$ cat config.mk
export PLATFORM = sky130hd
export DESIGN_NAME = can_err_count
export DESIGN_NICKNAME = d
export VERILOG_FILES = /design/src/rtl/can_err_pkg.sv /design/src/rtl/err_counter.sv /design/src/rtl/node_state_unit.sv /design/src/rtl/can_err_count.sv
export SDC_FILE = /design/constraint.sdc
export NUM_CORES = 1
export LEC_CHECK = 0
export CORE_ASPECT_RATIO = 0.6
export CORE_UTILIZATION = 50
export DETAILED_ROUTE_END_ITERATION = 6
export PLACE_DENSITY = 0.79
export SLEW_MARGIN = 5
export SYNTH_ARGS = -nofsm -noshare
export SYNTH_HDL_FRONTEND = slang
export SYNTH_SLANG_ARGS = --single-unit
$ cat constraint.sdc
create_clock -name clk_i -period 2.9 [get_ports clk_i]
set_input_delay 0.435 -clock clk_i [delete_from_list [all_inputs] [get_ports clk_i]]
set_output_delay 0.435 -clock clk_i [all_outputs]
set_load 0.01 [all_outputs]
$ cat src/rtl/can_err_pkg.sv
package can_err_pkg;
  typedef enum logic [1:0] {
    ST_ACTIVE  = 2'b00,
    ST_WARN    = 2'b01,
    ST_PASSIVE = 2'b10,
    ST_BUSOFF  = 2'b11
  } node_state_e;
endpackage

$ cat src/rtl/err_counter.sv
module err_counter #(
  parameter int W   = 8,
  parameter int INC = 1
) (
  input  logic         clk_i,
  input  logic         rst_ni,
  input  logic         clr_i,
  input  logic         inc_i,
  input  logic         dec_i,
  output logic [W-1:0] cnt_o,
  output logic         ovf_o
);
  localparam int SW = W + 1;

  logic [W-1:0]  cnt_q;
  logic          ovf_q;
  logic [SW-1:0] sum;

  assign sum = {1'b0, cnt_q} + SW'(INC);

  always_ff @(posedge clk_i or negedge rst_ni) begin
    if (!rst_ni) begin
      cnt_q <= '0;
      ovf_q <= 1'b0;
    end else if (clr_i) begin
      cnt_q <= '0;
      ovf_q <= 1'b0;
    end else if (!ovf_q) begin
      // error wins over success
      if (inc_i) begin
        cnt_q <= sum[W-1:0];
        ovf_q <= sum[W];
      end else if (dec_i && cnt_q != '0) begin
        cnt_q <= cnt_q - 1'b1;
      end
    end
  end

  assign cnt_o = cnt_q;
  assign ovf_o = ovf_q;
endmodule

$ cat src/rtl/node_state_unit.sv
module node_state_unit
  import can_err_pkg::*;
#(
  parameter int W           = 8,
  parameter int WARN_LVL    = 96,
  parameter int PASSIVE_LVL = 128
) (
  input  logic [W-1:0] tx_cnt_i,
  input  logic [W-1:0] rx_cnt_i,
  input  logic         tx_ovf_i,
  input  logic         rx_ovf_i,
  output node_state_e  state_o
);
  localparam logic [W-1:0] WARN_C = W'(WARN_LVL);
  localparam logic [W-1:0] PASS_C = W'(PASSIVE_LVL);

  always_comb begin
    if (tx_ovf_i)
      state_o = ST_BUSOFF;
    else if (rx_ovf_i || tx_cnt_i >= PASS_C || rx_cnt_i >= PASS_C)
      state_o = ST_PASSIVE;
    else if (tx_cnt_i >= WARN_C || rx_cnt_i >= WARN_C)
      state_o = ST_WARN;
    else
      state_o = ST_ACTIVE;
  end
endmodule

$ cat src/rtl/can_err_count.sv
module can_err_count
  import can_err_pkg::*;
#(
  parameter int W           = 8,
  parameter int TX_STEP     = 8,
  parameter int RX_STEP     = 1,
  parameter int WARN_LVL    = 96,
  parameter int PASSIVE_LVL = 128
) (
  input  logic         clk_i,
  input  logic         rst_ni,
  input  logic         tx_err_i,
  input  logic         tx_ok_i,
  input  logic         rx_err_i,
  input  logic         rx_ok_i,
  input  logic         bus_recover_i,
  output logic [2*W-1:0] err_word_o,
  output logic [1:0]   node_state_o
);
  logic [W-1:0] tx_cnt, rx_cnt;
  logic         tx_ovf, rx_ovf;
  node_state_e  state;

  err_counter #(.W(W), .INC(TX_STEP)) u_tx (
    .clk_i(clk_i), .rst_ni(rst_ni), .clr_i(bus_recover_i),
    .inc_i(tx_err_i), .dec_i(tx_ok_i),
    .cnt_o(tx_cnt), .ovf_o(tx_ovf)
  );

  err_counter #(.W(W), .INC(RX_STEP)) u_rx (
    .clk_i(clk_i), .rst_ni(rst_ni), .clr_i(bus_recover_i),
    .inc_i(rx_err_i), .dec_i(rx_ok_i),
    .cnt_o(rx_cnt), .ovf_o(rx_ovf)
  );

  node_state_unit #(.W(W), .WARN_LVL(WARN_LVL), .PASSIVE_LVL(PASSIVE_LVL)) u_st (
    .tx_cnt_i(tx_cnt), .rx_cnt_i(rx_cnt),
    .tx_ovf_i(tx_ovf), .rx_ovf_i(rx_ovf),
    .state_o(state)
  );

  assign err_word_o   = {tx_cnt, rx_cnt};
  assign node_state_o = state;
endmodule

**Word-level counts from Yosys, hierarchy flattened**

Cells that the tools add are included.

- Input bits: 7
- Flip-flop bits (word level): 18
- Output and inout bits: 18

- $lt $le $gt $ge: 4
- Multiplexer cells: 17
- Reductions and logical operators: 11
- Add/sub/neg operators: 4
- Equal/unequal tests: 2

Operators by type and width:

| kind | count |
|---|---|
| 8-bit two-way mux | 8 |
| 8-bit by 7-bit greater-or-equal comparator with 1-bit output, second input constant | 2 |
| 8-bit greater-or-equal comparator, second input constant | 2 |
| 8-bit nonzero test | 2 |
| 8-bit by 1-bit subtractor with 8-bit output, second input constant | 2 |
| 8-bit by 1-bit adder with 9-bit output, second input constant | 1 |
| 8-bit by 4-bit adder with 9-bit output, second input constant | 1 |
| 1-bit two-way mux | 7 |
| 3-bit nonzero test | 2 |
| 2-bit two-way mux | 2 |
| 2-bit != test, second input constant | 2 |
| 2-bit AND reduction | 2 |
| 1-bit logical OR | 3 |
| 1-bit logical AND | 2 |

**Depth between registers and ports, before layout**

- Word-level depth: 6
- Depth in mapped cells: 6
- Mapped depth without buffers: 6

**Cells and area by module**

Synthesis repeated with hierarchy kept, for this count alone.

- Cells, all modules: 135
- Area total of the unflattened synthesis: 1301.2 µm²

Modules (own cells, without submodules):

| module | instances | seq. area each (µm²) | area each (µm²) | cells an instance |
|---|---|---|---|---|
| err_counter at u_tx | 1 | 225.2 | 640.6 | 68 |
| err_counter at u_rx | 1 | 225.2 | 633.1 | 63 |
| node_state_unit | 1 | 0.0 | 27.5 | 4 |

**Worst setup path after synthesis**

Ideal clock, no wire load.

- Path type: register -> register
- Start: reg u_rx.cnt_q[0], in the netlist u_rx.cnt_o[0]
- End: reg u_rx.cnt_q[3], in the netlist u_rx.cnt_o[3]
- Path buffers: 0
- Arrival: 1.959 ns
- Data required time: 2.775 ns
- Path slack: 0.817 ns
- Stages on the path, launching flop included: 7
- Period minus slack after synthesis: 2.083 ns
- Path through: dfrtp_1 inv_1 ha_1 nor4b_2 a2111o_1 o41ai_1 mux2_2

- Cells in the longest elaborated chain, start to end: 5
- Elaborated cells on any way between the ends: 10
- Those cells by class: add/sub (2); mux (4); reduce/logical (4)

RTL lines:

| item | RTL line | source |
|---|---|---|
| start, declared | err_counter.sv:15 | `logic [W-1:0] cnt_q;` |
| start signal, assigned | err_counter.sv:31 | `cnt_q <= sum[W-1:0];` |
| start signal, assigned | err_counter.sv:34 | `cnt_q <= cnt_q - 1'b1;` |
| 8-bit by 1-bit subtractor with 8-bit output | err_counter.sv:34 |  |
| 8-bit two-way mux | err_counter.sv:33 | `end else if (dec_i && cnt_q != '0) begin` |
| 8-bit two-way mux | err_counter.sv:30 | `if (inc_i) begin` |
| 8-bit two-way mux | err_counter.sv:28 | `end else if (!ovf_q) begin` |
| 8-bit two-way mux | err_counter.sv:25 | `end else if (clr_i) begin` |

Parallel ways exist; a longest one is shown, timed or not. The select of a mux whose other input is x is not followed.
A chain may end at the register's enable or synchronous reset.

**Final worst setup path**

- Start: reg u_rx.cnt_q[5], in the netlist u_rx.cnt_o[5]
- End: out node_state_o[0]

- Cells in the longest elaborated chain, start to end: 5
- Elaborated cells on any way between the ends: 7
- Those cells by class: order compare (2); mux (3); reduce/logical (2)

RTL lines:

| item | RTL line | source |
|---|---|---|
| 8-bit by 7-bit greater-or-equal comparator with 1-bit output | node_state_unit.sv:22 | `else if (tx_cnt_i >= WARN_C \|\| rx_cnt_i >= WARN_C)` |
| 1-bit logical OR | node_state_unit.sv:22 |  |
| 1-bit two-way mux | node_state_unit.sv:22 |  |
| 2-bit two-way mux * | node_state_unit.sv:20 | `else if (rx_ovf_i \|\| tx_cnt_i >= PASS_C \|\| rx_cnt_i >= PASS_C)` |
| 2-bit two-way mux * | node_state_unit.sv:18 | `if (tx_ovf_i)` |
| end, declared | can_err_count.sv:18 | `output logic [1:0] node_state_o` |

Every way passes the cells marked *; elsewhere a longest branch is shown, timed or not.

==> impl_metrics.yaml <==
final_layout:
  fin_cells: 193
  final.fill_count: 176
  antenna_cells: 0
  drive_gt1_share_pct: 9.20
  fin_nets: 178
  area_delta_synth_final_pct: 24.0
sta:
  max_freq_mhz: 422
  period_needed_ns: 2.37
  tightest_slew_ns: 0.815
  finClkSkew_ns: 0.00246
  fin_crit_sh_pct: 81.8
  hold_slack_ns: 0.624
  slew_headroom_pct: 45.5
  final-hold-violation-count: 0
  setup_violations: 0
  finalSetupTns_ns: 0
  drv_slew: 0
  rsz0062_at_grt: "no"
placement:
  hpwl_um: 2370
  port_buffers: 24
  dp_cells: 189
  globalplace.congestion: 0.935
clock_tree:
  clockRootBuffer: "clkbuf_8"
  clk_pin_slew_ns: 0.07
  cts_max_level: 1
  ctsHoldBuffers: 0
  clkLatencyLatePin_ns: 0.25
  cts_tree: "built"
  clockBufferDepth: 2
  postCtsSetupBuffers: 0
  cts_resized: 0
  cts_made_buffers: 3
  cts.sinks: 18
grt:
  antenna_found_initial: 0
  grt_max_degree: 24
  grt_pass1_wl_um: 5310
  grt_pass1_vias: 1087
  grt_usage_pct: 27.5
  overflow: 0
setup_path:
  startpoint_type: "flop"
  crit_path_end_kind: "primary output"
  crit_required_ns: 2.47
  path_max_fanout: 10
  arrival_ns: 1.94
  crit_type: "flop to primary output"
job:
  maxCapViolations: 0
drt:
  dr_total_vias: 1189
  drt_pass1_iterations: 4
  drc: 0
  wl_per_cell_um: 17.0
  viasPerCell: 6.16
  drt_iter0_drc: 106
  final_antenna_net_count: 0
  wl_um: 3280
floorplan:
  dieWidth_um: 67.4
  die_area_mm2: 0.00278
  ios: 25
  coreArea_mm2: 0.00229
  start_util_pct: 56.0
  die_y_um: 41.3
  row_count: 13
power:
  peakVddDrop_v: 0.000341
  cellLeakagePower_nw: 0.670
  powerDensity_mw_per_mm2: 840
  p_total_mw: 1.34
status:
  status: "finished clean"
synth:
  syn_avg_cell_area_um2: 9.18
  synthCells: 140
  synth-seq-area-share_pct: 35.1
  ys_ff_latch: 18
  synthesis.nets: 154
  ys_warn_count: 0
  synth.distinct_cells: 46
  synth.area.top_cells: "dfrtp_1 35%, ha_1 6.8%, nor2_1 5.3%, xnor2_1 4.1%, mux2_2 3.5%"
  yosys.area.top_type: "dfrtp_1"
  synthFlopType: "dfrtp_1"
  synth_top_area_share_pct: 35.1
  synthArstFlopShare_pct: 100
  synth_edf_count: 0
  synth_area_mm2: 0.00128
hold_path:
  hold_class: "flop to flop"
layout make-up:
class,instances,area (um^2),share of cell area (%)
multi-input combinational,106,764,48.0
sequential,18,450,28.3
timing repair buffer,25,248,15.6
clock buffer,4,55.1,3.46
inverter,10,37.5,2.36
tap,30,37.5,2.36
cells in the final DEF, fill, tap and decap left out, drive strengths merged, types with 2 or more instances in the layout:
cell and n:
nor3b 2, a22oi 3, inv 10, xnor2 6, nor2b 6, nand3 4
clkbuf 4, a31oi 2, nor3 5, o41ai 2, nand2 3, or3 3
nand4 3, nor2 18, clkdlybuf4s50 24, o21ai 2, ha 7, nor4b 2
a2111oi 2, and4 2, a211oi 4, mux2 5, mux2i 2, a21oi 6
dfrtp 18, nor4 2
layer usage:
layer	vias to the layer above	wire, um	global-route usage [%]
li1	567	-	-
met1	550	1490	36.5
met2	64	1410	43.3
met3	8	329	9.44
met4	0	57	6.91
met5	-	0	0
worst paths after layout:
kind / start / endpoint / slack, ns / depth (start not counted)
min: u_tx.cnt_o[0] / u_tx.cnt_o[0] / 0.62 / 2
max in group asynchronous: rst_ni / u_rx.ovf_o / 1.76 / 1
min in group asynchronous: rst_ni / u_tx.cnt_o[3] / 0.64 / 1
min reg2reg: u_tx.cnt_o[0] / u_tx.cnt_o[0] / 0.62 / 2
max reg2reg: u_rx.cnt_o[0] / u_rx.cnt_o[3] / 0.61 / 6
max: u_rx.cnt_o[5] / node_state_o[0] / 0.53 / 3
per-stage QoR:
stage / util (%) / cell area [um^2] / setup WS (ns)
final: 69.4 / 1590 / 0.528
after global routing: 69.4 / 1590 / 0.457
after CTS: 69.4 / 1590 / 0.537
after floorplan: - / 1280 / 0.817
after global placement: 67.0 / 1540 / 0.653
after detailed placement: 67.0 / 1540 / 0.605
logic make-up after synthesis:
kind of cell,after synthesis,synth area share [%]
AO/OA/AOI/OAI,30,17.3
XOR/XNOR,6,4.09
adder cells (fa/ha/maj),7,6.82
buffers and inverters,16,5.45
flip-flops,18,35.1
multiplexers,7,5.94
AND/OR/NAND/NOR,56,25.3
cells in the mapped netlist (2+ instances only):
| cell | number |
|---|---|
| o41ai_1 | 2 |
| nand2_1 | 3 |
| a211oi_1 | 4 |
| ha_1 | 7 |
| nor2b_1 | 6 |
| xnor2_1 | 6 |
| nand3_1 | 4 |
| a2111oi_0 | 2 |
| mux2i_1 | 2 |
| buf_2 | 2 |
| or3_1 | 3 |
| nor3b_1 | 2 |
| o21ai_0 | 2 |
| and4_1 | 2 |
| dfrtp_1 | 18 |
| inv_1 | 10 |
| a22oi_1 | 3 |
| a21oi_1 | 6 |
| nand4_1 | 3 |
| mux2_2 | 4 |
| nor3_1 | 5 |
| buf_1 | 2 |
| a31oi_1 | 2 |
| nor2_1 | 18 |
worst max-delay path: stages (launching register included):
cell,delay (ns)
dfrtp_1,0.55
a22oi_1,0.15
o41ai_1,0.37
clkdlybuf4s50_1,0.62
flip-flops by register name (all words and copies together), names as in the netlist:
register and count:
u_tx.ovf_o 1, u_tx.cnt_o 8, u_rx.cnt_o 8, u_rx.ovf_o 1
power by group:
part | total, mW | leakage (nW) | switching, mW | internal (mW)
combinational | 0.672 | 0.398 | 0.315 | 0.357
sequential | 0.459 | 0.243 | 0.145 | 0.314
clock | 0.207 | 0.0288 | 0.0864 | 0.121
total | 1.34 | 0.670 | 0.547 | 0.791
(Power assumes the default switching activity.)
